===== config.mk =====
export PLATFORM = sky130hd
export DESIGN_NAME = irq_status_hub
export DESIGN_NICKNAME = d
export VERILOG_FILES = /design/src/rtl/irq_hub_pkg.sv /design/src/rtl/irq_evt_bank.sv /design/src/rtl/irq_mask_reg.sv /design/src/rtl/irq_fly_flag.sv /design/src/rtl/irq_summary.sv /design/src/rtl/irq_status_hub.sv
export SDC_FILE = /design/constraint.sdc
export NUM_CORES = 1
export LEC_CHECK = 0
export BUFFER_PORTS_ARGS = -buffer_cell sky130_fd_sc_hd__buf_2
export CORE_UTILIZATION = 25
export DETAILED_ROUTE_END_ITERATION = 16
export SYNTH_ARGS = -nofsm -noshare
export SYNTH_HDL_FRONTEND = slang
export SYNTH_SLANG_ARGS = --single-unit
export TNS_END_PERCENT = 1

===== constraint.sdc =====
create_clock -name clk -period 1.7 [get_ports clk]
set_clock_uncertainty 0.2 [all_clocks]
set_input_delay 0.085 -clock clk [delete_from_list [all_inputs] [get_ports clk]]
set_output_delay 0.085 -clock clk [all_outputs]
set_load 0.05 [all_outputs]

===== src/rtl/irq_hub_pkg.sv =====
// Package: shared address map and top-word bit positions for the
// interrupt status hub. Assumes a 3-bit register address space.
package irq_hub_pkg;
    localparam int ADDR_W = 3;

    typedef enum logic [ADDR_W-1:0] {
        A_TOP    = 3'd0,
        A_SCSI_A = 3'd1,
        A_SCSI_B = 3'd2,
        A_DMA    = 3'd3,
        A_EN_A   = 3'd4,
        A_EN_B   = 3'd5
    } reg_sel_e;

    localparam int TOP_SCSI_BIT = 0;
    localparam int TOP_DMA_BIT  = 1;
    localparam int TOP_FLY_BIT  = 2;
    localparam int TOP_BITS     = 3;
endpackage


===== src/rtl/irq_evt_bank.sv =====
// Module: irq_evt_bank
// A bank of sticky event bits with a clear-on-read strobe.
// Assumes: events are single-cycle pulses in the clk domain. If an
// event and the clear strobe arrive in the same cycle, the event wins.
module irq_evt_bank #(
    parameter int W = 8
) (
    input  logic         clk,
    input  logic         rst_n,
    input  logic [W-1:0] evt,
    input  logic         clr,
    output logic [W-1:0] stat
);
    for (genvar i = 0; i < W; i++) begin : g_bit
        logic bit_q;
        // Purpose: hold one sticky bit; a set in the same cycle beats the clear
        always_ff @(posedge clk) begin
            if (!rst_n) bit_q <= 1'b0;
            else        bit_q <= (bit_q & ~clr) | evt[i];
        end
        assign stat[i] = bit_q;
    end
endmodule


===== src/rtl/irq_mask_reg.sv =====
// Module: irq_mask_reg
// A writable enable register, cleared by reset.
// Assumes: the write strobe is already qualified by the caller.
module irq_mask_reg #(
    parameter int W = 8
) (
    input  logic         clk,
    input  logic         rst_n,
    input  logic         wr,
    input  logic [W-1:0] wdata,
    output logic [W-1:0] en
);
    // Purpose: load the whole enable word on a qualified write
    always_ff @(posedge clk) begin
        if (!rst_n)  en <= '0;
        else if (wr) en <= wdata;
    end
endmodule


===== src/rtl/irq_fly_flag.sv =====
// Module: irq_fly_flag
// The interrupt-on-the-fly flag, cleared by writing a one.
// Assumes: clr_w1 is already decoded from a write with the flag bit at 1.
// A set in the same cycle beats the clear.
module irq_fly_flag (
    input  logic clk,
    input  logic rst_n,
    input  logic set,
    input  logic clr_w1,
    output logic q
);
    // Purpose: keep the flag until it is cleared by a one written to it
    always_ff @(posedge clk) begin
        if (!rst_n) q <= 1'b0;
        else        q <= (q & ~clr_w1) | set;
    end
endmodule


===== src/rtl/irq_summary.sv =====
// Module: irq_summary
// Folds the detailed status into the pending bits and the request line.
// Assumes: all inputs are registered, so the outputs are glitch-free
// after each clock edge.
module irq_summary #(
    parameter int W = 8
) (
    input  logic [W-1:0] stat_a,
    input  logic [W-1:0] en_a,
    input  logic [W-1:0] stat_b,
    input  logic [W-1:0] en_b,
    input  logic [W-1:0] dma_stat,
    input  logic         fly,
    output logic         scsi_pend,
    output logic         dma_pend,
    output logic         irq_n
);
    // Purpose: OR-reduce the enabled SCSI bits and all DMA bits
    always_comb begin
        scsi_pend = |(stat_a & en_a) | |(stat_b & en_b);
        dma_pend  = |dma_stat;
        irq_n     = ~(scsi_pend | dma_pend | fly);
    end
endmodule


===== src/rtl/irq_status_hub.sv =====
// Module: irq_status_hub (top)
// Two-level interrupt status: detailed SCSI and DMA registers that clear
// on read, a top-level summary word, the fly flag and an active-low
// request line.
// Assumes: DATA_W >= 3; at most one of reg_rd/reg_wr is high per cycle.
// While engine_busy is high, only address A_TOP may be accessed.
module irq_status_hub
    import irq_hub_pkg::*;
#(
    parameter int DATA_W = 8
) (
    input  logic              clk,
    input  logic              rst_n,
    input  logic              engine_busy,
    input  logic [ADDR_W-1:0] reg_addr,
    input  logic              reg_rd,
    input  logic              reg_wr,
    input  logic [DATA_W-1:0] reg_wdata,
    output logic [DATA_W-1:0] reg_rdata,
    output logic              reg_unavail,
    input  logic [DATA_W-1:0] scsi_evt_a,
    input  logic [DATA_W-1:0] scsi_evt_b,
    input  logic [DATA_W-1:0] dma_evt,
    input  logic              fly_evt,
    output logic              irq_n
);
    localparam int PAD_W = DATA_W - TOP_BITS;

    logic              access_ok, rd_ok, wr_ok;
    logic              clr_a, clr_b, clr_dma, fly_clr;
    logic              wr_en_a, wr_en_b;
    logic [DATA_W-1:0] stat_a, stat_b, dma_stat, en_a, en_b;
    logic              fly_q, scsi_pend, dma_pend;
    logic [DATA_W-1:0] top_word;

    // Purpose: gate accesses by engine state and decode the strobes
    always_comb begin
        access_ok   = !engine_busy || (reg_addr == A_TOP);
        rd_ok       = reg_rd && access_ok;
        wr_ok       = reg_wr && access_ok;
        reg_unavail = (reg_rd || reg_wr) && !access_ok;
        clr_a       = rd_ok && (reg_addr == A_SCSI_A);
        clr_b       = rd_ok && (reg_addr == A_SCSI_B);
        clr_dma     = rd_ok && (reg_addr == A_DMA);
        wr_en_a     = wr_ok && (reg_addr == A_EN_A);
        wr_en_b     = wr_ok && (reg_addr == A_EN_B);
        fly_clr     = wr_ok && (reg_addr == A_TOP) && reg_wdata[TOP_FLY_BIT];
    end

    irq_evt_bank #(.W(DATA_W)) u_bank_a (
        .clk(clk), .rst_n(rst_n), .evt(scsi_evt_a), .clr(clr_a), .stat(stat_a));
    irq_evt_bank #(.W(DATA_W)) u_bank_b (
        .clk(clk), .rst_n(rst_n), .evt(scsi_evt_b), .clr(clr_b), .stat(stat_b));
    irq_evt_bank #(.W(DATA_W)) u_bank_dma (
        .clk(clk), .rst_n(rst_n), .evt(dma_evt), .clr(clr_dma), .stat(dma_stat));

    irq_mask_reg #(.W(DATA_W)) u_en_a (
        .clk(clk), .rst_n(rst_n), .wr(wr_en_a), .wdata(reg_wdata), .en(en_a));
    irq_mask_reg #(.W(DATA_W)) u_en_b (
        .clk(clk), .rst_n(rst_n), .wr(wr_en_b), .wdata(reg_wdata), .en(en_b));

    irq_fly_flag u_fly (
        .clk(clk), .rst_n(rst_n), .set(fly_evt), .clr_w1(fly_clr), .q(fly_q));

    irq_summary #(.W(DATA_W)) u_sum (
        .stat_a(stat_a), .en_a(en_a), .stat_b(stat_b), .en_b(en_b),
        .dma_stat(dma_stat), .fly(fly_q),
        .scsi_pend(scsi_pend), .dma_pend(dma_pend), .irq_n(irq_n));

    // Purpose: assemble the top-level summary word
    always_comb begin
        top_word                = '0;
        top_word[TOP_SCSI_BIT]  = scsi_pend;
        top_word[TOP_DMA_BIT]   = dma_pend;
        top_word[TOP_FLY_BIT]   = fly_q;
    end

    // Purpose: read-data multiplexer; refused or idle reads return zero
    always_comb begin
        reg_rdata = '0;
        if (rd_ok) begin
            case (reg_addr)
                A_TOP:    reg_rdata = top_word;
                A_SCSI_A: reg_rdata = stat_a;
                A_SCSI_B: reg_rdata = stat_b;
                A_DMA:    reg_rdata = dma_stat;
                A_EN_A:   reg_rdata = en_a;
                A_EN_B:   reg_rdata = en_b;
                default:  reg_rdata = '0;
            endcase
        end
    end

    if (PAD_W < 0) begin : g_bad_width
        initial $error("DATA_W must be at least %0d", TOP_BITS);
    end
endmodule


==> results.txt, run 1 <==
The final period utilization came out at 116.5%. The remaining global-route overflow came out at 0. Compared with the post-synthesis result, the final layout area differs by 55.76%. The cell-internal power came out at approximately 1.5 mW. The number of antenna violations at the first check in global routing came out at 0.

At the worst endpoint, the required time is 1410 ps. The clock passes through at most 2 buffers. Across the run, the number of max-cap violations was 0. In this run switching power makes up roughly a quarter of total power.

The post-route non-filler standard cell count is 428. The number of placed instances, taps included, is around 390. The count of final max-slew check failures was 0. The leakage power of the design came out at ~1.3 nW. The capturing element type of the critical path is a primary output. The wire length of the first global-routing pass came out at between 9000 and 10000 um.

The final weighted congestion in routability-driven placement is slightly above 0.8. The CTS tree is done. The maximum vdd drop is roughly 0.30 mV. The data arrival at the endpoint of the critical path came out at ~1700 ps. The portion of total power attributed to the clock network is between 20 and 30%.

The yosys synthesis warning count is 0. The H-tree was split into 2 levels. The number of buffers added on ports came out at 50.

Subtracting the final worst setup slack from the clock period gives around 2000 ps. The run finished, with violations left. When the netlist entered floorplanning its net count stood at 255.

The checks that failed: setup timing. The sink count of the clock tree came out at 41. At the later pin of the worst-skew pair, clock insertion delay measures ~290 ps. After clock tree synthesis, the clock-pin slew on the worst setup and hold paths is 70 ps. For this run, the register share of the synthesized area comes to between 40% and 50%. The number of detailed-routing iterations run before antenna repair came out at 4.

The synthesized area came out at around 2000 um^2. The via-per-instance ratio is approximately 4.6. After layout, the worst setup slack is -280.4 ps. Dividing the synthesized area by the synthesized cell count gives ~9.4 um^2.

The number of nets at the end of the flow is about 370. The setup slack after placement came out at -89.42 ps. The worst slew margin relative to its limit is 59.29%. The y dimension of the die came out at 91.63 um. The achievable frequency came out at 0.5049 GHz. The count of unresolved DRC violations after routing is 0. In this run the standard cell core region covers ~7800 um^2. Setup violations remaining at the end of the flow were counted as 8. The total CTS buffers came out at 5. The initial cell density of the core is around a quarter.

In this run the remaining antenna-violating nets after routing total 0. For this block, the initial DRC count from the detailed router was 93. The detailed placer's ending HPWL is 4612 um. The count of vias placed by the detailed router came out at 1971.

The floorplan die width came out at roughly 92 um. The flop-to-flop setup slack is about 340 ps. The register share of total power came out at between 50% and 60%. Counting flops and latches in the post-synthesis netlist gives around 40.

The critical path launch point is u_bank_a.g_bit[4].bit_q. The number of global-route vias before repair came out at 1992. The cell sitting at the root of the clock tree is a sky130_fd_sc_hd__clkbuf_8. The global router's overall resource usage is ~15%. The count of buffers added by post-CTS timing repair for setup is 0. The pin count of the biggest net entering global routing is 42. The final layout contains routed wiring with a total length of between 6000 and 7000 um.

The power dissipated by switching net loads came out at 0.5396 mW. The cell row count came out at 32. The fraction of final layout cells with drive strength greater than 1 is between 30% and 40%. The type of origin of the critical path is a flip-flop. The core occupancy in the finished layout came out at slightly above 40%. By startpoint and endpoint, the worst setup path is classified as flip-flop to primary output.

The overall power consumption is approximately 2 mW. The repair_antennas step left the layout with diodes totalling 0. Setup repair after global routing could not meet its margin everywhere. Dividing the detail-routed wire length by the instance count gives around 14 um. In this run, the combinational gates consume around a fifth of the power. The number of top-level pins is between 50 and 60. The classification of the worst-slack hold path is primary input to flip-flop. For the pin with the worst max-slew slack, the measured transition is about 610 ps. The most critical setup path has its endpoint at irq_n. The worst register-to-register path ends at u_fly.q. The maximum fanout along the worst path came out at 2. The depth of the most critical reg-to-reg path came out at 3.

In this run, distinct cell masters in the synthesized netlist total 37. The final-report hold violation count is 0. The synthesized instance count came out at ~210. The area enclosed by the die boundary is 8395 um^2. Power spread over the standard cell area amounts to 655.5 nW/um^2. The startpoint of the most critical register-to-register path is u_fly.q.
per-stage QoR:
| step | instance area, um^2 | setup TNS [ps] | hold WS [ps] |
|---|---|---|---|
| 2_1_floorplan | 2024 | -701.3 | 23.52 |
| 3_3_place_gp | 2614 | -82.65 | 110.7 |
| 3_5_place_dp | 2614 | -121.4 | 120.4 |
| 4_1_cts | 3104 | -1110 | 111.3 |
| 5_1_grt | 3128 | -1622 | 154.8 |
| 6_report | 3128 | -1005 | 116.0 |
kinds of logic after synthesis:
group	after synthesis	share of synthesized area [%]
compound gates	53	17.13
buf+inv	14	3.801
flops	41	40.87
mux	31	16.51
simple gates	75	21.68
per-layer routing:
| layer | share of wire [%] | global-route usage [%] | vias to the layer above |
|---|---|---|---|
| li1 | - | - | 992 |
| met1 | 46 | 19.38 | 924 |
| met2 | 48 | 25.13 | 45 |
| met3 | 3.6 | 2.819 | 10 |
| met4 | 1.7 | 4.630 | 0 |
| met5 | 0 | 0 | - |
layout make-up:
type,instances,area (um^2)
fillers,794,4639
multi-input cells,159,1171
repair buffers,118,920.9
flip-flops and latches,41,827.0
well taps,102,127.6
clock buffers,5,68.82
inverters,2,7.507
clock inverters,1,5.005
state kept, by name, indices dropped and copies added (netlist names):
signal,count
u_en_a.en,8
u_fly.q,1
u_bank_b.g_bit.bit_q,8
u_bank_dma.g_bit.bit_q,8
u_en_b.en,8
u_bank_a.g_bit.bit_q,8
worst max-delay path, cell delays in order (launching register included):
cell and delay (ps):
sky130_fd_sc_hd__dfxtp_1 310, sky130_fd_sc_hd__a22o_1 240, sky130_fd_sc_hd__a221oi_2 210, sky130_fd_sc_hd__and4_1 260, sky130_fd_sc_hd__nor3b_4 200, sky130_fd_sc_hd__buf_6 180
power by group through the flow:
stage          registers (mW)  logic [mW]  clock network (mW)
2_1_floorplan            1.06       0.197                   0
3_3_place_gp             1.07       0.339                   0
3_5_place_dp             1.07       0.343                   0
4_1_cts                  1.05       0.414               0.610
5_1_grt                  1.05       0.455               0.641
6_report                 1.05       0.419               0.582
repair_timing:
action | CTS | global route
setup endpoints to repair | 9 | 10
resized for setup | 24 | 6
hold buffers | 34 | 0
endpoints found under the hold margin | 41 | 0
pin swaps | 4 | 1
Yosys cell counts:
cell type / instances / share of area [%]
sky130_fd_sc_hd__inv_1: 2 / 0.37
sky130_fd_sc_hd__mux4_2: 1 / 1.1
sky130_fd_sc_hd__nand2_2: 1 / 0.31
sky130_fd_sc_hd__a22o_1: 4 / 1.7
sky130_fd_sc_hd__a21boi_1: 1 / 0.37
sky130_fd_sc_hd__o21ai_1: 1 / 0.25
sky130_fd_sc_hd__o22ai_1: 1 / 0.31
sky130_fd_sc_hd__mux2_1: 3 / 1.7
sky130_fd_sc_hd__nand2_1: 6 / 1.1
sky130_fd_sc_hd__clkbuf_1: 5 / 0.93
sky130_fd_sc_hd__nand3_1: 4 / 1.0
sky130_fd_sc_hd__a221oi_1: 5 / 2.2
sky130_fd_sc_hd__a32oi_1: 1 / 0.44
sky130_fd_sc_hd__nor4_1: 2 / 0.62
sky130_fd_sc_hd__o21ai_0: 2 / 0.50
sky130_fd_sc_hd__nor3_1: 1 / 0.25
sky130_fd_sc_hd__a221o_1: 1 / 0.50
sky130_fd_sc_hd__and4bb_1: 1 / 0.62
sky130_fd_sc_hd__nor2_1: 11 / 2.1
sky130_fd_sc_hd__buf_6: 2 / 1.1
sky130_fd_sc_hd__buf_2: 4 / 1.0
sky130_fd_sc_hd__mux2_2: 4 / 2.2
sky130_fd_sc_hd__mux2i_1: 23 / 11
sky130_fd_sc_hd__nand2b_1: 2 / 0.62
sky130_fd_sc_hd__a211oi_1: 1 / 0.37
sky130_fd_sc_hd__nor3b_1: 1 / 0.37
sky130_fd_sc_hd__a21boi_0: 1 / 0.37
sky130_fd_sc_hd__buf_4: 1 / 0.37
sky130_fd_sc_hd__and4_1: 1 / 0.44
sky130_fd_sc_hd__and2b_1: 2 / 0.75
sky130_fd_sc_hd__nand4_1: 2 / 0.62
sky130_fd_sc_hd__nand4b_1: 1 / 0.44
sky130_fd_sc_hd__a21oi_1: 26 / 6.5
sky130_fd_sc_hd__nor2b_1: 40 / 12
sky130_fd_sc_hd__dfxtp_1: 41 / 41
sky130_fd_sc_hd__o22a_1: 4 / 1.7
sky130_fd_sc_hd__a22oi_1: 5 / 1.9
worst min-delay path by stage:
stage | cells after the start | slack [ps] | startpoint | to
final | 4 | 120 | reg_wr | u_en_b.en[2]
after global routing | 4 | 150 | reg_wr | u_en_b.en[2]
after CTS | 4 | 110 | reg_wr | u_en_b.en[2]
after detailed placement | 3 | 120 | scsi_evt_a[0] | u_bank_a.g_bit[0].bit_q
after global placement | 3 | 110 | dma_evt[7] | u_bank_dma.g_bit[7].bit_q
after floorplan | 2 | 20 | scsi_evt_a[0] | u_bank_a.g_bit[0].bit_q
placed cells by master, fill, tap and decap left out, types with 2 or more instances in the layout:
cell type,Yosys,layout
sky130_fd_sc_hd__a22o_1,4,4
sky130_fd_sc_hd__a21oi_1,26,26
sky130_fd_sc_hd__buf_4,1,32
sky130_fd_sc_hd__a221oi_2,0,2
sky130_fd_sc_hd__o21ai_0,2,2
sky130_fd_sc_hd__buf_12,0,2
sky130_fd_sc_hd__nor4_1,2,2
sky130_fd_sc_hd__buf_6,2,8
sky130_fd_sc_hd__nand2b_1,2,2
sky130_fd_sc_hd__and2b_1,2,2
sky130_fd_sc_hd__nor2b_1,40,40
sky130_fd_sc_hd__nand3_1,4,4
sky130_fd_sc_hd__clkbuf_8,0,5
sky130_fd_sc_hd__dfxtp_1,41,36
sky130_fd_sc_hd__mux2i_1,23,23
sky130_fd_sc_hd__o22a_1,4,4
sky130_fd_sc_hd__nand4_1,2,2
sky130_fd_sc_hd__nor2_2,0,2
sky130_fd_sc_hd__a22oi_1,5,2
sky130_fd_sc_hd__buf_2,4,42
sky130_fd_sc_hd__nand2_1,6,6
sky130_fd_sc_hd__mux2_2,4,4
sky130_fd_sc_hd__a22oi_2,0,3
sky130_fd_sc_hd__a221oi_1,5,3
sky130_fd_sc_hd__dfxtp_2,0,5
sky130_fd_sc_hd__mux2_1,3,3
sky130_fd_sc_hd__dlygate4sd3_1,0,34
sky130_fd_sc_hd__nor2_1,11,9
sky130_fd_sc_hd__inv_1,2,2
(Power assumes the default switching activity.)
==> inputs of run 2 (changes only) <==
--- a/config.mk
+++ b/config.mk
@@ -9,4 +9,5 @@
 export CORE_UTILIZATION = 25
 export DETAILED_ROUTE_END_ITERATION = 16
+export SKIP_LAST_GASP = 1
 export SYNTH_ARGS = -nofsm -noshare
 export SYNTH_HDL_FRONTEND = slang
==> constraint.sdc (replaced) <==
create_clock -name clk -period 1.7 [get_ports clk]
set_clock_uncertainty 0.2 [all_clocks]
set_input_delay 0.085 -clock clk [delete_from_list [all_inputs] [get_ports clk]]
set_output_delay 0.085 -clock clk [all_outputs]
set_load 0.02 [all_outputs]
==> run 2 against run 1 <==
  * The flow still finishes with violations (setup timing)
  * Sequential share of layout area up 2.2 points
  * Final cell count down 4.4%
  * Power down 3.2%
  * Count of clock-buffer cells in the layout unchanged
  * Routed wire length down 7.3%
  * Critical path depth unchanged
  * Worst setup slack better by 67 ps
  * Largest cell class unchanged
  * Sequential cell count unchanged
  * Fmax up 3.5%
  * Die area unchanged
  * Clock power about the same
  * Critical path type unchanged
  * Sequential power about the same
==> results.txt, run 2 (synthesis gave the netlist of run 1 again) <==
The overall power consumption is 1.985 mW (-3.2%). The sink count of the clock tree came out at 41 (unchanged). The area of the multi-input gates came out at 1135 um^2 (-3.1%). The worst hold path begins at rst_n. The final critical path time including I/O delays and setup came out at 1913 ps (-67.49 ps). The wire length per cell is 13.94 um (-3.0%). The maximum fanout along the worst path is 3 (+1). The y dimension of the die was 91.63 um (unchanged). The fraction of final layout cells with drive strength greater than 1 is 28.01% (-6.3 points). The core occupancy in the finished layout came out at 37.19% (-3.1 points).

The global router's overall resource usage came out at 14.15% (-0.82 points). The count of vias placed by the detailed router came out at 1888 (-4.2%). The total core area is 7767 um^2 (unchanged). The insertion delay of the later-clocked pin in the worst-skew pair came out at 290 ps (about the same).

The detailed router's first-iteration violation count is 73 (-22%). The post-detailed-route count of antenna-violating nets is 0 (unchanged). The cell row count is 32 (unchanged). The area taken by flip-flops and latches came out at 827.0 um^2 (unchanged). The data arrival at the endpoint of the critical path came out at 1630 ps (-70 ps).

The run finished, with violations left. The overall routed net length is 5702 um (-7.3%). The number of global-route vias before repair is 1886 (-5.3%).

The floorplan die width came out at 91.63 um (unchanged). The via-per-instance ratio came out at 4.616 (+0.24%). The growth of design area from synthesis to finish is 43.86%. By startpoint and endpoint, the worst setup path is classified as flip-flop to primary output. The number of max-cap violations is 0 (unchanged). The final period utilization came out at 112.5% (-4.0 points).

The final weighted congestion in routability-driven placement came out at 0.8617 (+3.6%). The detailed placer's ending HPWL came to 4296 um (-6.9%). The depth of the most critical reg-to-reg path is 3 (unchanged). The worst slew margin relative to its limit came out at 62.61% (+3.3 points).

The startpoint of the most critical register-to-register path is u_fly.q. The H-tree level count came to 2 (unchanged). The maximum vdd drop was 0.2307 mV (-23%). The worst setup path is captured at a primary output. The critical path data required time came out at 1410 ps (about the same). The count of inserted antenna diode cells was 0 (unchanged). The area enclosed by the die boundary is 8395 um^2 (unchanged). Leaving out fill and tap cells, the most frequent cell in the layout is sky130_fd_sc_hd__buf_2. The clock-pin slew on the worst setup and hold paths came out at 80 ps (about the same). The checks that failed: setup timing. Leaving out fill and tap cells, the most frequent cells in the layout are sky130_fd_sc_hd__buf_2 (49), sky130_fd_sc_hd__nor2b_1 (40), sky130_fd_sc_hd__dfxtp_1 (36), sky130_fd_sc_hd__dlygate4sd3_1 (34), sky130_fd_sc_hd__a21oi_1 (26). The actual transition at the worst max-transition pin came out at 560.9 ps (-49.69 ps). The leakage power of the design came to 1.217 nW (-8.1%). The pin count of the biggest net entering global routing is 42 (unchanged). The total CTS buffers is 5 (unchanged). The flop-to-flop setup slack is 340 ps (about the same). The worst path setup slack after routing came out at -212.9 ps (+67.49 ps).

The final-layout fill cell count came out at 809 (+1.9%). STA classifies the critical path startpoint as a flip-flop. The final-report hold violation count was 0 (unchanged). The remaining global-route overflow came out at 0 (unchanged).

The maximum clock insertion buffer count came out at 2 (unchanged). The count of final max-slew check failures is 0 (unchanged). The number of top-level pins came out at 51 (unchanged).

The achievable frequency came out at 0.5228 GHz (+3.5%). TritonCTS built the clock tree. The number of detailed-routing iterations run before antenna repair is 4 (unchanged).

The total power per unit cell area came out at 687.2 nW/um^2 (+4.8%). The tree is rooted in a sky130_fd_sc_hd__clkbuf_8. The classification of the worst-slack hold path is primary input to flip-flop.

The worst hold slack was 128.4 ps (+12.41 ps). The wire length of the first global-routing pass came out at 9204 um (-5.3%). The count of unresolved DRC violations after routing is 0 (unchanged). Setup repair after global routing could not meet its margin everywhere. The critical path starts at u_en_a.en[3].

The initial cell density of the core came out at 25.85% (unchanged). The number of antenna violations at the first check in global routing came out at 0 (unchanged). The worst hold path stage count is 2 (-2). The number of nets at the end of the flow is 349 (-5.2%).

The number of buffers added on ports was 50 (unchanged). The total of endpoints with negative setup slack in the final report came out at 9 (+1).
==> run 2: area by class of cell <==
class	count	area share (%)
clock buffers	5	2.382
clock inverters	1	0.1732
inverters	2	0.2599
multi-input cells	159	39.28
flip-flops and latches	41	28.63
well taps	102	4.417
repair buffers	99	24.86
==> run 2: routing by layer <==
layer	global-route usage, %	up-vias	routed length [um]
li1	-	955	-
met1	17.80	887	2671
met2	23.62	39	2704
met3	3.648	7	254
met4	4.365	0	71
met5	0	-	0
==> run 2: path summary, 6_finish.rpt <==
check,to
hold / removal,u_en_b.en[2]
hold reg to reg,u_en_b.en[2]
setup / recovery,irq_n
setup reg to reg,u_fly.q
==> run 2: worst max-delay path: stages (launching register included) <==
cell,delay [ps]
sky130_fd_sc_hd__dfxtp_2,340
sky130_fd_sc_hd__a22o_1,220
sky130_fd_sc_hd__a221oi_1,190
sky130_fd_sc_hd__and4_1,240
sky130_fd_sc_hd__nor3b_2,180
sky130_fd_sc_hd__buf_4,170
==> run 2: power by group <==
group	internal (mW)	switching, mW	leakage (nW)
Clock	0.270	0.314	0.0399
Sequential	1.01	0.0445	0.341
Combinational	0.199	0.149	0.837
==> run 2: through the flow <==
step,setup TNS (ps),cells,area (um^2),worst slack (ps)
floorplan,0,214,2013,77.54
global placement,0,367,2432,14.10
detailed placement,0,367,2432,13.15
CTS,-832.5,409,2889,-227.7
global route,-1478,409,2889,-312.2
finish,-774.7,409,2889,-212.9
==> run 2: timing repair <==
item | 4_1_cts | 5_1_grt
hold endpoints to repair | 41 | 0
endpoints found under the setup margin | 9 | 9
buffers inserted | 2 | 0
hold buffers | 34 | 0
pin swaps | 1 | 0
resized for setup | 9 | 0
==> inputs of run 3 (changes only) <==
Settings changed: CTS_BUF_LIST from default to sky130_fd_sc_hd__clkbuf_16.
==> run 3 against run 2 <==
  * Sequential share of layout area is 0.51 points lower
  * First-iteration DRC count is 32% higher
  * Hold slack better by 20 ps
  * Worst setup slack worse by 14 ps
  * Critical path type unchanged
  * Final cell count is 0.24% lower
  * Die area stayed put
  * Critical path depth stayed put
  * Sequential cell count stayed put
  * Count of clock-buffer cells in the layout stayed put
  * Sequential power hardly changed
  * Largest power group unchanged
  * The flow still finishes with violations (setup timing)
  * Power is 14% higher
==> results.txt, run 3 (synthesis gave the netlist of run 1 again) <==
The count of inserted antenna diode cells is 0 (unchanged). The cell row count came to 32 (unchanged). The number of max-cap violations came out at 0 (unchanged). The floorplan die width came out at 91.63 um (unchanged).

The total of endpoints with negative setup slack in the final report came out at 6 (-3). The area after detailed placement is 2432 um^2 (unchanged). The fraction of final layout cells with drive strength greater than 1 was 27.45% (-0.56 points). The library cell used most frequently in the layout, excluding fill and tap cells, is sky130_fd_sc_hd__buf_2. The area enclosed by the die boundary is 8395 um^2 (unchanged). The data arrival at the endpoint of the critical path is 1640 ps (about the same). The worst path setup slack after routing was -227.3 ps (-14.34 ps). The achievable frequency came out at 0.5189 GHz (-0.74%). The number of buffer and inverter instances along the worst setup path was 1 (unchanged). The y dimension of the die came out at 91.63 um (unchanged). TritonCTS built the clock tree. The kind of cell with the highest combined delay along the critical path is compound AO/OA/AOI/OAI gates. Clock tree synthesis selected as its root buffer the cell sky130_fd_sc_hd__clkbuf_16. The number of buffers added on ports is 50 (unchanged).

The post-route cell area came to 2937 um^2 (+1.6%). The final critical path time including I/O delays and setup is 1927 ps (+14.34 ps). The maximum vdd drop is 0.3669 mV (+59%). The count of final max-slew check failures came out at 0 (unchanged). The overall routed net length came to 5643 um (-1.0%). The detailed placer's ending HPWL is 4296 um (unchanged). The worst slew margin relative to its limit came out at 63.00% (+0.40 points). Setup repair after global routing could not meet its margin everywhere.

The number of antenna violations at the first check in global routing came out at 0 (unchanged). The leakage power of the design is 1.237 nW (+1.6%). Traced cell by cell, the critical path runs through a22o_1 > a221oi_2 > and4_1 > nor3b_2 > buf_4.

The actual transition at the worst max-transition pin came out at 555.0 ps (-5.956 ps). STA classifies the critical path endpoint as a primary output. The total CTS buffers is 5 (unchanged).

The final-report hold violation count came out at 0 (unchanged). The final period utilization came out at 113.4% (+0.84 points). The worst setup path is of the flip-flop to primary output kind.

The run finished, with violations left. The final-layout fill cell count came to 803 (-0.74%). The number of global-route vias before repair came to 1884 (-0.11%).

The count of vias placed by the detailed router came out at 1907 (+1.0%). The number of top-level pins came out at 51 (unchanged). The number of detailed-routing iterations run before antenna repair is 4 (unchanged). The initial cell density of the core came out at 25.85% (unchanged).

The remaining global-route overflow came out at 0 (unchanged). The maximum clock insertion buffer count is 2 (unchanged). The post-detailed-route count of antenna-violating nets came to 0 (unchanged). The total power per unit cell area is 769.9 nW/um^2 (+12%). The critical path's slowest cell is sky130_fd_sc_hd__dfxtp_2. The maximum fanout along the worst path is 3 (unchanged).

The checks that failed: setup timing. The via-per-instance ratio is 4.674 (+1.3%). The wire length per cell came out at 13.83 um (-0.79%). The sink count of the clock tree came to 41 (unchanged). The insertion delay of the later-clocked pin in the worst-skew pair is 280 ps (about the same).

The clock-pin slew on the worst setup and hold paths came out at 50 ps (-30 ps). The top cell types in the final layout, fill and taps aside, are sky130_fd_sc_hd__buf_2 (49), sky130_fd_sc_hd__nor2b_1 (40), sky130_fd_sc_hd__dfxtp_1 (37), sky130_fd_sc_hd__dlygate4sd3_1 (34), sky130_fd_sc_hd__a21oi_1 (26). The largest stage delay on the critical path is 320 ps (-20 ps). The total core area came out at 7767 um^2 (unchanged).

The pin count of the biggest net entering global routing came out at 42 (unchanged). The H-tree level count came out at 2 (unchanged). The setup slack after placement came to 13.15 ps (unchanged).

STA classifies the critical path startpoint as a flip-flop. The detailed router's first-iteration violation count is 96 (+32%). The count of unresolved DRC violations after routing is 0 (unchanged). The final weighted congestion in routability-driven placement came to 0.8617 (unchanged). The critical path data required time came out at 1410 ps (about the same). The growth of design area from synthesis to finish is 46.23%.

The wire length of the first global-routing pass came out at 9177 um (-0.29%). The global router's overall resource usage was 14.03% (-0.12 points). The number of nets at the end of the flow was 348 (-0.29%). The worst hold path belongs to the class primary input to flip-flop.
[run 3: cell types whose count changed in the layout (fill, tap and decap cells not counted)]
cell,previous run,this run
sky130_fd_sc_hd__dfxtp_2,5,4
sky130_fd_sc_hd__dfxtp_1,36,37
sky130_fd_sc_hd__clkbuf_8,5,0
sky130_fd_sc_hd__buf_4,15,14
sky130_fd_sc_hd__clkbuf_16,0,5
[run 3: per-layer routing]
layer	global-route usage, %	share of wire, %
met2	23.81	48
met4	3.968	1.1
met3	3.400	5.0
met5	0	0
met1	17.60	46
[run 3: repair_timing]
item,CTS,global route
hold endpoints to repair,41,0
pin swaps,1,1
hold buffers,34,0
buffers inserted,1,0
endpoints found under the setup margin,7,10
gates resized for setup,7,1
[run 3: final timing paths]
kind,cells after the start,startpoint,endpoint,slack (ps)
max,5,u_bank_a.g_bit[4].bit_q,irq_n,-230
min,2,rst_n,u_en_b.en[2],150
max reg2reg,3,u_fly.q,u_fly.q,350
min reg2reg,2,u_en_b.en[2],u_en_b.en[2],300
[run 3: area by class of cell]
cell class / instances / area [um^2] / share of cell area [%]
clock inverter: 1 / 5.005 / 0.1704
sequential: 41 / 825.8 / 28.12
timing repair buffer: 98 / 710.7 / 24.20
multi-input combinational: 159 / 1135 / 38.65
inverter: 2 / 7.507 / 0.2556
tap: 102 / 127.6 / 4.346
clock buffer: 5 / 125.1 / 4.261
[run 3: where the power goes]
group | internal, mW | switching [mW] | total [mW] | leakage (nW)
Combinational | 0.197 | 0.147 | 0.344 | 0.832
Clock | 0.523 | 0.337 | 0.861 | 0.0655
Sequential | 1.01 | 0.0445 | 1.06 | 0.340
[run 3: metrics by stage]
step / setup TNS, ps / cells / power [mW] / utilization (%) / hold WS, ps
final: -653.0 / 408 / 2.261 / 37.81 / 148.4
after floorplan: 0 / 214 / 1.232 / - / 23.52
after global placement: 0 / 367 / 1.350 / 31.31 / 113.3
after detailed placement: 0 / 367 / 1.355 / 31.31 / 121.5
after global routing: -1252 / 408 / 2.359 / 37.81 / 191.6
after CTS: -610.1 / 408 / 2.281 / 37.79 / 146.8
